## config.mk

```make
export PLATFORM = sky130hd
export DESIGN_NAME = hs_bridge
export DESIGN_NICKNAME = d
export VERILOG_FILES = /design/src/rtl/hsb_pkg.sv /design/src/rtl/hsb_evt.sv /design/src/rtl/hsb_rx.sv /design/src/rtl/hsb_tx.sv /design/src/rtl/hs_bridge.sv
export SDC_FILE = /design/constraint.sdc
export NUM_CORES = 1
export LEC_CHECK = 0
export BUFFER_PORTS_ARGS = -buffer_cell sky130_fd_sc_hd__buf_4
export CORE_MARGIN = 8
export CORE_UTILIZATION = 46
export DETAILED_ROUTE_END_ITERATION = 8
export HOLD_SLACK_MARGIN = 0.15
export PLACE_DENSITY_LB_ADDON = 0.08
export SLEW_MARGIN = 20
export SYNTH_ARGS = -nofsm -noshare
export SYNTH_HDL_FRONTEND = slang
export SYNTH_HIERARCHICAL = 1
export SYNTH_SLANG_ARGS = --single-unit
```

## constraint.sdc

```tcl
create_clock -name clk_i -period 1.6 [get_ports clk_i]
set_input_delay 0.08 -clock clk_i [delete_from_list [all_inputs] [get_ports clk_i]]
set_output_delay 0.08 -clock clk_i [all_outputs]
set_load 0.01 [all_outputs]
```

## src/rtl/hsb_pkg.sv

```systemverilog
package hsb_pkg;
  typedef enum logic [1:0] {
    ST_IDLE,
    ST_REQ,
    ST_ACK,
    ST_RTZ
  } hs_state_e;
endpackage

```

## src/rtl/hsb_evt.sv

```systemverilog
// Detects an active handshake event on a synchronized line.
// Four-phase: a high level not yet consumed, re-armed when the line is low.
// Two-phase: any level differing from the last consumed level.
module hsb_evt #(
  parameter bit TWO_PHASE = 1'b0
) (
  input  logic clk_i,
  input  logic rst_ni,
  input  logic line_i,
  input  logic take_i,
  output logic evt_o
);
  logic seen_q;

  generate
    if (TWO_PHASE) begin : g_toggle
      always_ff @(posedge clk_i or negedge rst_ni) begin
        if (!rst_ni)     seen_q <= 1'b0;
        else if (take_i) seen_q <= line_i;
      end
      assign evt_o = line_i ^ seen_q;
    end else begin : g_level
      always_ff @(posedge clk_i or negedge rst_ni) begin
        if (!rst_ni)      seen_q <= 1'b0;
        else if (take_i)  seen_q <= 1'b1;
        else if (!line_i) seen_q <= 1'b0;
      end
      assign evt_o = line_i & ~seen_q;
    end
  endgenerate
endmodule

```

## src/rtl/hsb_rx.sv

```systemverilog
module hsb_rx
  import hsb_pkg::*;
#(
  parameter int DATA_W    = 8,
  parameter bit TWO_PHASE = 1'b0
) (
  input  logic              clk_i,
  input  logic              rst_ni,
  input  logic              req_i,
  input  logic [DATA_W-1:0] data_i,
  output logic              ack_o,
  output logic              valid_o,
  input  logic              ready_i,
  output logic [DATA_W-1:0] data_o
);
  hs_state_e         st_q;
  logic              ack_q;
  logic [DATA_W-1:0] data_q;
  logic              evt, take;

  assign take = (st_q == ST_IDLE) && evt;

  hsb_evt #(.TWO_PHASE(TWO_PHASE)) u_req_evt (
    .clk_i (clk_i),
    .rst_ni(rst_ni),
    .line_i(req_i),
    .take_i(take),
    .evt_o (evt)
  );

  always_ff @(posedge clk_i or negedge rst_ni) begin
    if (!rst_ni) begin
      st_q   <= ST_IDLE;
      ack_q  <= 1'b0;
      data_q <= '0;
    end else begin
      unique case (st_q)
        ST_IDLE: if (take) begin
          data_q <= data_i;
          st_q   <= ST_REQ;
        end
        ST_REQ: if (ready_i) begin
          if (TWO_PHASE) begin
            ack_q <= ~ack_q;
            st_q  <= ST_IDLE;
          end else begin
            ack_q <= 1'b1;
            st_q  <= ST_ACK;
          end
        end
        ST_ACK: if (!req_i) begin
          ack_q <= 1'b0;
          st_q  <= ST_RTZ;
        end
        ST_RTZ: st_q <= ST_IDLE;
        default: st_q <= ST_IDLE;
      endcase
    end
  end

  assign ack_o   = ack_q;
  assign valid_o = (st_q == ST_REQ);
  assign data_o  = data_q;

  p_hold_r2: assert property (@(posedge clk_i) disable iff (!rst_ni)
    valid_o && !ready_i |=> valid_o && $stable(data_o));

  generate
    if (TWO_PHASE) begin : g_chk2
      p_ack_after_beat_r3: assert property (@(posedge clk_i) disable iff (!rst_ni)
        !$stable(ack_o) |-> $past(valid_o && ready_i));
    end else begin : g_chk4
      p_ack_after_beat_r3: assert property (@(posedge clk_i) disable iff (!rst_ni)
        $rose(ack_o) |-> $past(valid_o && ready_i));
      p_rtz_r4: assert property (@(posedge clk_i) disable iff (!rst_ni)
        $fell(ack_o) |-> $past(!req_i));
      p_one_word_r4: assert property (@(posedge clk_i) disable iff (!rst_ni)
        ack_o |-> !valid_o);
    end
  endgenerate
endmodule

```

## src/rtl/hsb_tx.sv

```systemverilog
module hsb_tx
  import hsb_pkg::*;
#(
  parameter int DATA_W    = 8,
  parameter bit TWO_PHASE = 1'b0
) (
  input  logic              clk_i,
  input  logic              rst_ni,
  input  logic              valid_i,
  output logic              ready_o,
  input  logic [DATA_W-1:0] data_i,
  output logic              req_o,
  output logic [DATA_W-1:0] data_o,
  input  logic              ack_i
);
  hs_state_e         st_q;
  logic              req_q;
  logic [DATA_W-1:0] data_q;
  logic              evt, take;

  assign take = (st_q == ST_REQ) && evt;

  hsb_evt #(.TWO_PHASE(TWO_PHASE)) u_ack_evt (
    .clk_i (clk_i),
    .rst_ni(rst_ni),
    .line_i(ack_i),
    .take_i(take),
    .evt_o (evt)
  );

  always_ff @(posedge clk_i or negedge rst_ni) begin
    if (!rst_ni) begin
      st_q   <= ST_IDLE;
      req_q  <= 1'b0;
      data_q <= '0;
    end else begin
      unique case (st_q)
        ST_IDLE: if (valid_i) begin
          data_q <= data_i;
          req_q  <= TWO_PHASE ? ~req_q : 1'b1;
          st_q   <= ST_REQ;
        end
        ST_REQ: if (take) begin
          if (TWO_PHASE) begin
            st_q <= ST_IDLE;
          end else begin
            req_q <= 1'b0;
            st_q  <= ST_RTZ;
          end
        end
        ST_RTZ: if (!ack_i) st_q <= ST_IDLE;
        default: st_q <= ST_IDLE;
      endcase
    end
  end

  assign ready_o = (st_q == ST_IDLE);
  assign req_o   = req_q;
  assign data_o  = data_q;

  p_one_out_r5: assert property (@(posedge clk_i) disable iff (!rst_ni)
    valid_i && ready_o |=> !ready_o);
  p_data_hold_r6: assert property (@(posedge clk_i) disable iff (!rst_ni)
    !ready_o |=> $stable(data_o));

  generate
    if (!TWO_PHASE) begin : g_chk4
      p_req_drop_r7: assert property (@(posedge clk_i) disable iff (!rst_ni)
        $fell(req_o) |-> $past(ack_i));
      p_ready_rtz_r7: assert property (@(posedge clk_i) disable iff (!rst_ni)
        ready_o |-> !req_o);
    end else begin : g_chk2
      p_req_toggle_r8: assert property (@(posedge clk_i) disable iff (!rst_ni)
        !$stable(req_o) |-> $past(valid_i && ready_o));
    end
  endgenerate
endmodule

```

## src/rtl/hs_bridge.sv

```systemverilog
module hs_bridge #(
  parameter int DATA_W    = 8,
  parameter bit TWO_PHASE = 1'b0
) (
  input  logic              clk_i,
  input  logic              rst_ni,
  input  logic              rx_req_i,
  input  logic [DATA_W-1:0] rx_data_i,
  output logic              rx_ack_o,
  output logic              rx_valid_o,
  input  logic              rx_ready_i,
  output logic [DATA_W-1:0] rx_data_o,
  input  logic              tx_valid_i,
  output logic              tx_ready_o,
  input  logic [DATA_W-1:0] tx_data_i,
  output logic              tx_req_o,
  output logic [DATA_W-1:0] tx_data_o,
  input  logic              tx_ack_i
);
  hsb_rx #(.DATA_W(DATA_W), .TWO_PHASE(TWO_PHASE)) u_rx (
    .clk_i  (clk_i),
    .rst_ni (rst_ni),
    .req_i  (rx_req_i),
    .data_i (rx_data_i),
    .ack_o  (rx_ack_o),
    .valid_o(rx_valid_o),
    .ready_i(rx_ready_i),
    .data_o (rx_data_o)
  );

  hsb_tx #(.DATA_W(DATA_W), .TWO_PHASE(TWO_PHASE)) u_tx (
    .clk_i  (clk_i),
    .rst_ni (rst_ni),
    .valid_i(tx_valid_i),
    .ready_o(tx_ready_o),
    .data_i (tx_data_i),
    .req_o  (tx_req_o),
    .data_o (tx_data_o),
    .ack_i  (tx_ack_i)
  );

  p_reset_r1: assert property (@(posedge clk_i)
    !rst_ni |-> !rx_ack_o && !rx_valid_o && !tx_req_o && tx_ready_o);
endmodule

```

==> Yosys cells after proc, flatten, opt, wreduce, memory -nomap -nowiden <==
Index checks and enable logic that the tools add are counted.
{ "word_totals": {"ff_bits": 24, "input_bits": 22, "output_inout_bits": 20, "elab_cells": 54} }
{ "classes": {"n_eq_ne": 13, "n_mux": 17, "bitwise_logic": 4, "n_reduce_logical": 12} }
{ "op_table": {"columns": ["op", "n"], "rows": [
  ["$mux W2", 6],
  ["$reduce_and A3 Y1", 4],
  ["$ne A2 B1 Y1 const B", 5],
  ["$pmux W2 S4", 1],
  ["$mux W1", 7],
  ["$eq A2 B2 Y1 const B", 3],
  ["$ne A2 B2 Y1 const B", 3],
  ["$pmux W2 S3", 1],
  ["$eq A2 B1 Y1 const B", 2],
  ["$logic_not A2 Y1", 2],
  ["$pmux W1 S2", 2],
  ["$reduce_and A2 Y1", 2],
  ["$reduce_bool A2 Y1", 2],
  ["$and A1 B1 Y1", 2],
  ["$logic_and A1 B1 Y1", 2],
  ["$not A1 Y1", 2]
]} }

==> Longest topological paths before layout <==
{ "logic_depth": {"depth_word": 5, "mapped_depth": 5, "depth_no_buf": 5} }

==> By module <==
Netlist, hierarchy kept.
{ "modules_own_cells": {"columns": ["module", "n_inst", "cells_each", "area_each_um2", "seq_area_each_um2"], "rows": [
  ["hsb_rx", 1, 35, 489.2, 275.3],
  ["hsb_tx", 1, 32, 441.7, 275.3],
  ["hsb_evt", 2, 3, 38.8, 25.0]
]} }

==> Least setup slack after synthesis <==
Ideal clock, no wire load.
{ "synth_timing": {"path_kind": "register to register", "from": "reg u_rx.st_q[0]", "to": "reg u_rx.st_q[1]", "setup_ns": 0.128, "arrival_ns": 1.326, "t_required_ns": 1.472, "setup_slack_ns": 0.147, "path_stages_with_launch": 5, "path_buffers": 0, "period_less_slack_ns": 1.453, "path_cell_list": "dfrtp_1 > ha_1 > nor2b_2 > a221oi_2 > mux2_1"} }
{ "synth_between": {"elab_cells_between_ends": 10} }
{ "synth_rtl": {"columns": ["element", "line_no", "source"], "rows": [
  ["from (decl)", "hsb_rx.sv:16", "hs_state_e st_q;"],
  ["from (signal assigned)", "hsb_rx.sv:33", "st_q <= ST_IDLE;"],
  ["from (signal assigned)", "hsb_rx.sv:40", "st_q <= ST_REQ;"],
  ["from (signal assigned)", "hsb_rx.sv:45", "st_q <= ST_IDLE;"],
  ["$eq A2 B1 Y1 *", null, null],
  ["named net rx_valid_o", "hs_bridge.sv:10", "output logic rx_valid_o,"],
  ["$ne A2 B1 Y1 (no source line)", null, null],
  ["$reduce_and A3 Y1 (no source line)", null, null]
]} }
Mark *: on every way through the listed nets, which the timed path passes. The rest lies on a longest branch.
A chain may end at the register's enable or synchronous reset.

==> Worst setup path in the final report <==
{ "layout_timing": {"from": "reg u_rx.st_q[1]", "to": "reg u_rx.st_q[1]"} }
{ "layout_between": {"elab_chain_len": 4, "elab_cells_between_ends": 10} }
{ "layout_rtl": {"columns": ["element", "line_no", "source"], "rows": [
  ["$logic_not A2 Y1", "hsb_rx.sv:21, hsb_rx.sv:37", null],
  ["$logic_and A1 B1 Y1", "hsb_rx.sv:21", "assign take = (st_q == ST_IDLE) && evt;"],
  ["$ne A2 B1 Y1 (no source line)", null, null],
  ["$reduce_and A3 Y1 (no source line)", null, null]
]} }
Parallel ways exist; a longest one is shown, timed or not.

==> implementation parameters <==
Parameter                              Value

STA
  Worst Skew ... 0.00464 ns
  Tightest Pin Transition ... 0.424 ns
  Number of slew-limit violations in the final report ... 0
  Setup repair after global routing missed its margin ... false
  Post-layout worst setup margin ... 0.0582 ns
  Accumulated negative setup slack ... 0 ns
  Headroom to the max-slew limit ... 0.717
  Worst slack on hold paths ... 0.205 ns
  F_max ... 649 MHz
  Final count of hold timing violations ... 0
  Final critical path time including I/O delays and setup ... 1.54 ns
  Period Utilization, post-route ... 0.964
  Number of endpoints failing setup at the final stage ... 0

Synth
  Most common flop cell mapped by yosys ... dfrtp_1
  Yosys warning count ... 6
  Unique cell type count in the Yosys netlist ... 20
  Seq/Total Area, Yosys ... 0.596
  Avg Inst Size Synth ... 13.8 um^2
  Leading post-synthesis cells by cell area ... dfrtp_1, mux2_2, ha_1
  Syn_nets ... 98
  Synth Cell Area ... 0.00101 mm^2
  Post-synth top area share ... 0.596
  Cell type with the highest aggregate area in the netlist ... dfrtp_1
  Number of storage elements in the synthesis netlist ... 24
  Number of instances in the synthesized netlist ... 73
  Number of synthesized flops with an enable pin ... 0
  Share of synthesized flip-flops with an asynchronous set or reset ... 1.00

Die
  Number of primary I/O pins ... 42
  Initial Utilization ... 0.469
  Area of the die ... 0.00395 mm^2
  Core Region ... 0.00215 mm^2
  Die Ht ... 62.8 um
  Die width ... 62.8 um
  Placement row count ... 17

Detailed routing
  DRC violations left ... 0
  Number of vias per cell ... 4.86
  Total length of routed wires ... 2.40 mm
  Number of DRC violations after detailed-routing iteration 0 ... 15
  Vias ... 812
  Drt pass-1 iters ... 2
  Remaining antenna violation count after routing ... 0
  Post-detailed-route wirelength per cell ... 14.4 um

Setup path
  Register-to-register setup slack ... 0.06 ns
  Largest incremental delay on the critical path ... 0.42 ns
  Endpoint kind of the worst setup timing path ... flip-flop
  Worst Reg-to-Reg Cells ... 5
  Worst r2r dst ... u_rx/st_q[1]
  CP Max Fanout ... 3
  Critical Path Start Type ... flip-flop
  WP data required ... 1.79 ns
  Max stage delay cell, worst path ... dfrtp_1
  Arrival time of the worst setup path ... 1.73 ns
  Critical Setup Path Class ... flip-flop to flip-flop
  R2r startpoint ... u_rx/st_q[1]
  List of cells traversed by the critical path ... inv_1, ha_2, nor2b_2, a221oi_2, mux2_4

Finish
  Most common cell after layout, fill and taps aside ... buf_4
  Area Growth Syn to Fin ... 58.4%
  Diode count ... 0
  Final cell area excluding filler cells ... 0.00160 mm^2
  Post-layout net count ... 166
  Commonest non-fill, non-tap cells in the layout ... buf_4, dfrtp_1, dlygate4sd3_1
  Filler Cells Inserted ... 148
  Layout cell share with drive strength beyond 1 ... 0.482

Global routing
  Wire length of the first global-routing pass ... 4.04 mm
  GR Util All Layers ... 0.122
  Pin count of the biggest net entering global routing ... 25
  Initial antenna violation count ... 0
  Number of global-route vias before repair ... 882
  Total global routing overflow ... 0

Pwr
  Power Density ... 1680 mW/mm^2
  Sequential share of power ... 0.415
  Clock Power Share ... 0.091
  Internal cell power ... 1.78 mW
  Share of total power in combinational logic ... 0.494
  Switching power ... 0.905 mW
  Lkg Pwr ... 0.783 nW
  Max VDD drop ... 1.11 mV
  Power consumption ... 2.69 mW
  Switching power as a share of total power ... 0.337

Place
  Count of input and output buffers ... 41
  Final weighted congestion of routability-driven global placement ... 0.657
  Worst slack at placement ... -0.00344 ns
  Half-perimeter wire length after detailed placement ... 1.73 mm
  Cell area after placement ... 0.00135 mm^2

Outcome
  Run status ... finished, final reports clean

CTS
  Clk slew on worst S/H paths ... 0.12 ns
  CTS tree ... yes
  CTS Sinks ... 24
  H-tree depth ... 1
  Number of buffers added by the clock tree synthesis step ... 3
  Worst-case clock buffer depth ... 2
  Cell chosen for the clock root ... clkbuf_4
  Clock Latency Late Sink ... 0.29 ns

Job
  Count of maximum capacitance violations ... 0

Min path
  Worst min-delay path class ... primary input to asynchronous set/reset pin
through the flow:
step	utilization	std cells
floorplan	-	73
global placement	0.629	142
detailed placement	0.629	142
CTS	0.741	167
global route	0.744	167
finish	0.744	167
routing by layer:
metal	GRT usage	vias up	wire length, um
met2	0.237	20	1350
met1	0.117	402	876
li1	-	388	-
met4	0.0342	0	16
met3	0.0430	2	154
met5	0	-	0
power by group through the flow:
stage,Sequential (mW),Combinational [mW],Clock [mW]
global route,1.15,1.44,0.293
detailed placement,1.12,1.25,0
global placement,1.10,1.19,0
CTS,1.11,1.31,0.261
floorplan,1.20,0.564,0
finish,1.12,1.33,0.245
worst max-delay path, delay by kind of cell (launching register included):
kind	cells	cell delay, ns
AO/OA/AOI/OAI	1	0.24
adder cells (fa/ha/maj)	1	0.19
buffers and inverters	1	0.08
flip-flops	1	0.42
multiplexers	1	0.34
AND/OR/NAND/NOR	1	0.17
what timing repair did:
item | in CTS | in global routing
resized for setup | 0 | 3
hold endpoints to repair | 46 | 0
hold buffers | 21 | 0
setup endpoints to repair | 1 | 1
buffers inserted | 1 | 0
cloned | 0 | 0
logic make-up after synthesis:
kind of cell | synth area share
compound gates | 0.0782
fa+ha+maj | 0.0372
buf+inv | 0.0186
flops | 0.596
mux | 0.190
simple gates | 0.0807
cell type report:
class / count / area [um^2] / area share
Timing Repair Buffer: 63 / 526 / 0.329
Sequential cell: 24 / 601 / 0.376
Inverter: 5 / 18.8 / 0.0117
Multi-Input combinational cell: 44 / 395 / 0.247
Clock buffer: 3 / 22.5 / 0.0141
Tap cell: 28 / 35.0 / 0.0219
worst max path at each step:
stage	startpoint	end	depth (start not counted)
after floorplan	u_rx/st_q[0]	u_rx/st_q[1]	4
after global placement	u_rx/st_q[0]	u_rx/st_q[1]	4
after detailed placement	u_rx/st_q[1]	u_rx/st_q[1]	5
after CTS	u_rx/st_q[1]	u_rx/st_q[1]	5
after global routing	u_rx/st_q[0]	u_rx/st_q[1]	4
final	u_rx/st_q[1]	u_rx/st_q[1]	5
synth_stat cells, types with 2 or more instances:
cell	n
dfrtp_1	24
mux2_2	16
inv_1	5
nand2_1	4
a21oi_1	3
ha_1	3
a21o_1	2
nor2_1	2
nor2b_1	2
o21ai_0	2
registers in the layout, summed over array words and instances, names as in the netlist:
name,count
u_rx/data_o,8
u_rx/st_q,2
u_tx/req_o,1
u_tx/st_q,2
u_tx/data_o,8
u_rx/ack_o,1
u_tx/u_ack_evt/seen_q,1
u_rx/u_req_evt/seen_q,1
No activity file was read; power rests on OpenSTA's default activity.
